==> src/rtl/pis_pkg.sv <==
package pis_pkg;

    typedef enum logic [1:0] {
        L_ARMED = 2'd0,
        L_FIRE  = 2'd1,
        L_WAIT  = 2'd2
    } line_state_t;

    typedef enum logic {
        B_OPEN  = 1'b0,
        B_BLANK = 1'b1
    } blank_state_t;

endpackage

==> src/rtl/pis_grouper.sv <==
module pis_grouper #(
    parameter int GROUP_W    = 4,
    parameter int NUM_GROUPS = 46,
    parameter int SUM_W      = 64
) (
    input  logic                          clk,
    input  logic                          rst_n,
    input  logic [GROUP_W*NUM_GROUPS-1:0] pend,
    input  logic                          blank,
    output logic [SUM_W-1:0]              summary
);
    logic [SUM_W-1:0] grouped;
    logic [SUM_W-1:0] sum_q;

    // Fold each group of pins into one summary bit; unused bits stay zero.
    generate
        for (genvar g = 0; g < SUM_W; g++) begin : g_bit
            if (g < NUM_GROUPS) begin : g_used
                assign grouped[g] = |pend[g*GROUP_W +: GROUP_W];
            end else begin : g_pad
                assign grouped[g] = 1'b0;
            end
        end
    endgenerate

    always_ff @(posedge clk or negedge rst_n) begin
        if (!rst_n) begin
            sum_q <= '0;
        end else if (blank) begin
            sum_q <= '0;
        end else begin
            sum_q <= grouped;
        end
    end

    assign summary = sum_q;
endmodule

==> src/rtl/pis_blank_timer.sv <==
module pis_blank_timer
    import pis_pkg::*;
#(
    parameter int LEN_W = 12
) (
    input  logic             clk,
    input  logic             rst_n,
    input  logic             start,
    input  logic [LEN_W-1:0] len,
    input  logic             tick,
    output logic             blank
);
    localparam logic [LEN_W-1:0] ONE = LEN_W'(1);

    blank_state_t     state_q, state_d;
    logic [LEN_W-1:0] cnt_q, cnt_d;

    always_comb begin
        state_d = state_q;
        cnt_d   = cnt_q;
        unique case (state_q)
            B_OPEN: begin
                if (start && (len != '0)) begin
                    state_d = B_BLANK;
                    cnt_d   = len;
                end
            end
            B_BLANK: begin
                if (start) begin
                    cnt_d   = len;
                    state_d = (len != '0) ? B_BLANK : B_OPEN;
                end else if (tick) begin
                    if (cnt_q == ONE) begin
                        state_d = B_OPEN;
                        cnt_d   = '0;
                    end else begin
                        cnt_d = cnt_q - ONE;
                    end
                end
            end
            default: begin
                state_d = B_OPEN;
                cnt_d   = '0;
            end
        endcase
    end

    always_ff @(posedge clk or negedge rst_n) begin
        if (!rst_n) begin
            state_q <= B_OPEN;
            cnt_q   <= '0;
        end else begin
            state_q <= state_d;
            cnt_q   <= cnt_d;
        end
    end

    always_comb begin
        blank = (state_q == B_BLANK);
    end
endmodule

==> src/rtl/pis_line_fsm.sv <==
module pis_line_fsm
    import pis_pkg::*;
(
    input  logic clk,
    input  logic rst_n,
    input  logic any_pend,
    input  logic eoi,
    output logic irq
);
    line_state_t state_q, state_d;

    always_comb begin
        state_d = state_q;
        unique case (state_q)
            L_ARMED: if (any_pend) state_d = L_FIRE;
            L_FIRE:  state_d = eoi ? L_ARMED : L_WAIT;
            L_WAIT: begin
                if (eoi) state_d = any_pend ? L_FIRE : L_ARMED;
            end
            default: state_d = L_ARMED;
        endcase
    end

    always_ff @(posedge clk or negedge rst_n) begin
        if (!rst_n) state_q <= L_ARMED;
        else        state_q <= state_d;
    end

    always_comb begin
        irq = (state_q == L_FIRE);
    end
endmodule

==> src/rtl/pin_irq_summary.sv <==
module pin_irq_summary #(
    parameter int GROUP_W    = 4,
    parameter int NUM_GROUPS = 46,
    parameter int WORD_W     = 32,
    parameter int LEN_W      = 12,
    parameter int NUM_PINS   = GROUP_W * NUM_GROUPS
) (
    input  logic                clk,
    input  logic                rst_n,
    input  logic [NUM_PINS-1:0] pin_pend,
    input  logic [NUM_PINS-1:0] dbnc_wr,
    input  logic                rtc_tick,
    input  logic                mst_wr,
    input  logic [WORD_W-1:0]   mst_wdata,
    output logic [WORD_W-1:0]   sum_lo,
    output logic [WORD_W-1:0]   sum_hi,
    output logic                host_irq,
    output logic                en_block,
    output logic [WORD_W-1:0]   mst_rdata
);
    localparam int SUM_W   = 2 * WORD_W;
    localparam int BLK_BIT = LEN_W;
    localparam int EOI_BIT = LEN_W + 1;

    logic [LEN_W-1:0] len_q;
    logic             blk_en_q;
    logic             eoi;
    logic             start;
    logic             blank;
    logic [SUM_W-1:0] summary;

    // Master control register: length and block-enable are stored, EOI is a pulse.
    always_ff @(posedge clk or negedge rst_n) begin
        if (!rst_n) begin
            len_q    <= '0;
            blk_en_q <= 1'b0;
        end else if (mst_wr) begin
            len_q    <= mst_wdata[LEN_W-1:0];
            blk_en_q <= mst_wdata[BLK_BIT];
        end
    end

    assign eoi   = mst_wr & mst_wdata[EOI_BIT];
    assign start = blk_en_q & (|dbnc_wr);

    pis_blank_timer #(.LEN_W(LEN_W)) i_timer (
        .clk   (clk),
        .rst_n (rst_n),
        .start (start),
        .len   (len_q),
        .tick  (rtc_tick),
        .blank (blank)
    );

    pis_grouper #(
        .GROUP_W    (GROUP_W),
        .NUM_GROUPS (NUM_GROUPS),
        .SUM_W      (SUM_W)
    ) i_grouper (
        .clk     (clk),
        .rst_n   (rst_n),
        .pend    (pin_pend),
        .blank   (blank),
        .summary (summary)
    );

    pis_line_fsm i_line (
        .clk      (clk),
        .rst_n    (rst_n),
        .any_pend (|summary),
        .eoi      (eoi),
        .irq      (host_irq)
    );

    always_comb begin
        sum_lo    = summary[WORD_W-1:0];
        sum_hi    = summary[SUM_W-1:WORD_W];
        en_block  = blank;
        mst_rdata = '0;
        mst_rdata[LEN_W-1:0] = len_q;
        mst_rdata[BLK_BIT]   = blk_en_q;
    end
endmodule

==> config.mk <==
export PLATFORM = sky130hd
export DESIGN_NAME = pin_irq_summary
export DESIGN_NICKNAME = d
export VERILOG_FILES = /design/src/rtl/pis_pkg.sv /design/src/rtl/pis_grouper.sv /design/src/rtl/pis_blank_timer.sv /design/src/rtl/pis_line_fsm.sv /design/src/rtl/pin_irq_summary.sv
export SDC_FILE = /design/constraint.sdc
export NUM_CORES = 1
export LEC_CHECK = 0
export BUFFER_PORTS_ARGS = -buffer_cell sky130_fd_sc_hd__buf_2
export CORE_AREA = 2 2 194 196
export DETAILED_ROUTE_END_ITERATION = 8
export DIE_AREA = 0 0 196 198
export GPL_TIMING_DRIVEN = 0
export PLACE_DENSITY = 0.44
export SLEW_MARGIN = 40
export SYNTH_ARGS = -nofsm -noshare
export SYNTH_HDL_FRONTEND = slang
export SYNTH_SLANG_ARGS = --single-unit
==> constraint.sdc <==
create_clock -name clk -period 3.3 [get_ports clk]
set_input_delay 0.66 -clock clk [delete_from_list [all_inputs] [get_ports clk]]
set_output_delay 0.66 -clock clk [all_outputs]
set_load 0.02 [all_outputs]
==> flow_metrics.py <==
metrics = {
    "status": {
        "status": "complete, no violations",
    },
    "clocking": {
        "cts_setup_buffers": 0,
        "clock_sinks": 74,
        "clk_latency_ns": 0.35,
        "cts_root_buf": "clkbuf_16",
        "clk_pin_slew_ns": 0.07,
        "cts.htree.levels": 3,
        "clockBufferDepth": 2,
        "cts_buffers": 9,
        "holdBufCountCts": 0,
        "cts_tree": "yes",
    },
    "floorplan": {
        "io_pins": 502,
        "die_w_um": 196,
        "fp.dieH_um": 198,
        "start_util": 0.105,
        "num_rows": 71,
        "die-area_um2": 38800,
        "core_um2": 37000,
    },
    "placement": {
        "dpl_cell_area_um2": 6890,
        "io_buffers": 445,
        "hpwlAfterDp_mm": 19.4,
        "routabilityCongestion": 0.890,
    },
    "setup_path": {
        "r2r-end": "i_timer.cnt_q[2]",
        "worstPathCellList": "buf_2, nor4_2, nand4_1, nor4_4, a31oi_2, nand2b_1, buf_2, mux2_1, a22o_1",
        "critical-path-max-stage-delay_ns": 0.49,
        "cp-endpoint": "i_timer.cnt_q[8]",
        "worstPathArrival_ns": 3.30,
        "r2r_cells": 8,
        "reg2reg_from": "i_timer.cnt_q[8]",
        "cp.required_ns": 3.53,
        "crit_type": "input port to flip-flop",
        "cp_common_cell": "buf_2",
        "r2r_slack_ns": 0.75,
        "startpoint": "dbnc_wr[120]",
        "crit_cells": 9,
        "cp_top_family": "simple AND/OR/NAND/NOR gates",
        "crit_path_max_fanout": 10,
        "cp_slowest_cell": "nor4_2",
        "critPathBufInv": 2,
        "cp-start-kind": "input port",
        "cp-end-kind": "flip-flop",
    },
    "synth": {
        "avgSynthCellArea_um2": 9.75,
        "synth-main-ff-cell": "dfrtp_1",
        "synth-edff-count": 0,
        "synthesis.area_um2": 3890,
        "yosys_warnings": 0,
        "netlist.area_leader.share": 0.476,
        "async_flop_share": 1.00,
        "synth.distinct_cells": 41,
        "synthTopCellsByArea": "dfrtp_1 (48%), nor4_1 (17%), buf_4 (7.3%)",
        "synth_area_leader_cell": "dfrtp_1",
        "ys_seq_area_frac": 0.476,
        "synth-seq-cells": 74,
        "synth_cells": 399,
    },
    "timing": {
        "finClkSkew_ns": 0.00591,
        "layout_min_cycle_time_ns": 3.07,
        "hold_violations": 0,
        "fmax_ghz": 0.326,
        "slew-limit-headroom": 0.589,
        "setup_viol": 0,
        "timing.final.crit_share": 0.931,
        "finalSetupTns_ns": 0,
        "rsz0062_at_grt": "false",
        "worst_slew_pin_slew_ns": 0.612,
        "slew_violations": 0,
    },
    "pwr": {
        "p_seq_frac": 0.390,
        "powerDensity_nw_per_um2": 432,
        "leakage_nw": 3.61,
        "power_frac_comb": 0.308,
        "swShare": 0.356,
        "internal_power_mw": 2.00,
        "switching_power_mw": 1.10,
        "power_frac_clock": 0.302,
        "vdd_drop_max_v": 0.000171,
    },
    "drt": {
        "vias": 5114,
        "viasPerCell": 3.72,
        "first_pass_iters": 4,
        "route.met3.wl_mm": 1.95,
        "route.detailed.wl_per_inst_um": 16.0,
        "wl_met1_mm": 8.66,
        "wirelength_mm": 22.0,
        "drt_drc_violations_left": 0,
        "top_layer_used": "met5",
        "met2_length_mm": 10.8,
        "drt_iter0_drc": 208,
        "ant_nets": 0,
    },
    "global_route": {
        "track_usage": 0.110,
        "grt_overflow": 0,
        "grt_pass1_vias": 5098,
        "grt_pass1_wl_mm": 30.8,
        "grt_start_max_net_pins": 42,
        "antenna_found_initial": 5,
    },
    "final_layout": {
        "design_area_um2": 7180,
        "syn_to_final_growth_pct": 84.5,
        "drive_gt1_frac": 0.587,
        "fin_nets": 1298,
        "final_util": 0.194,
    },
    "min_path": {
        "hold_class": "input port to asynchronous set/reset pin",
    },
    "job": {
        "drv_cap": 0,
    },
}
## logic make-up (layout without fill, tap and decap cells)
logic type,count (synthesis),count (layout),synth area share
muxes,15,15,0.0434
and+or+nand+nor,206,206,0.298
xor gates and xnor gates,1,1,0.00225
buffers and inverters,56,517,0.0930
DFF,74,74,0.476
other,1,40,0.000964
AOI/OAI and AO/OA,44,44,0.0804
adders and majority gates,2,2,0.00643
## per-layer routing
metal / track usage / vias up
met5: 0 / -
met4: 0.0379 / 4
met3: 0.0327 / 32
met2: 0.190 / 304
met1: 0.129 / 2314
li1: - / 2460
## synthesized netlist by cell type, drive strengths merged, types with 6 or more instances
cell type	count
nor4	111
dfrtp	74
nor2	52
buf	41
nand2	8
inv	6
o21ai	19
clkbuf	9
nand4	14
a22o	10
nor3	6
mux2	15
## area by class of cell
| type | instances | area, um^2 |
|---|---|---|
| inverter | 6 | 22.5 |
| clock buffer | 9 | 225 |
| sequential | 74 | 1850 |
| tap | 474 | 593 |
| multi-input combinational | 305 | 1840 |
| buffer | 50 | 340 |
| timing repair buffer | 446 | 2250 |
| antenna | 3 | 7.51 |
| clock inverter | 6 | 42.5 |
| fill | 4221 | 29800 |
## repair_timing
action	4_1_cts	5_1_grt
pin swaps	0	0
setup endpoints to repair	1	9
resized for setup	1	1
## through the flow
stage | power (mW) | hold WS [ns] | worst slack [ns] | instances
2_1_floorplan | 1.66 | 0.364 | 0.751 | 435
3_3_place_gp | 2.18 | 0.454 | -0.459 | 1354
3_5_place_dp | 2.20 | 0.459 | -0.410 | 1355
4_1_cts | 3.19 | 0.211 | 0.0872 | 1370
5_1_grt | 3.31 | 0.231 | 0.0757 | 1372
6_report | 3.10 | 0.207 | 0.228 | 1373
## worst min path at each step
| stage | to | slack (ns) | startpoint |
|---|---|---|---|
| global route | len_q[2] | 0.23 | rst_n |
| detailed placement | i_line.state_q[0] | 0.46 | i_line.state_q[0] |
| finish | len_q[2] | 0.21 | rst_n |
| floorplan | blk_en_q | 0.36 | rst_n |
| global placement | i_line.state_q[0] | 0.45 | i_line.state_q[0] |
| CTS | len_q[2] | 0.21 | rst_n |
## cells in the final DEF (no fill, tap or decap), drive strengths merged, types with 7 or more instances in the layout
cell    instances
buf           487
nor4          111
dfrtp          74
nor2           52
conb           37
o21ai          19
clkbuf         18
mux2           15
nand4          14
a22o           10
nand2           8
inv             7
## flip-flops by register name (all words and copies together) (netlist names)
register	flops
i_grouper.summary	46
i_timer.cnt_q	12
len_q	12
i_timer.blank	1
blk_en_q	1
i_line.state_q	2
## power groups by stage
stage | sequential, mW | clock [mW] | combinational, mW
global route | 1.24 | 1.02 | 1.05
global placement | 1.23 | 0 | 0.957
detailed placement | 1.23 | 0 | 0.969
CTS | 1.22 | 0.999 | 0.971
finish | 1.21 | 0.936 | 0.956
floorplan | 1.30 | 0 | 0.359
## worst reg2reg max path: stages (launching register included)
cell	delay, ns
dfrtp_1	0.41
or3_1	0.45
nor3_1	0.31
and3_1	0.21
clkbuf_1	0.36
or3_4	0.24
buf_6	0.14
o21ai_0	0.08
a22o_1	0.24
Note: power is estimated with default switching activity, not from simulation.
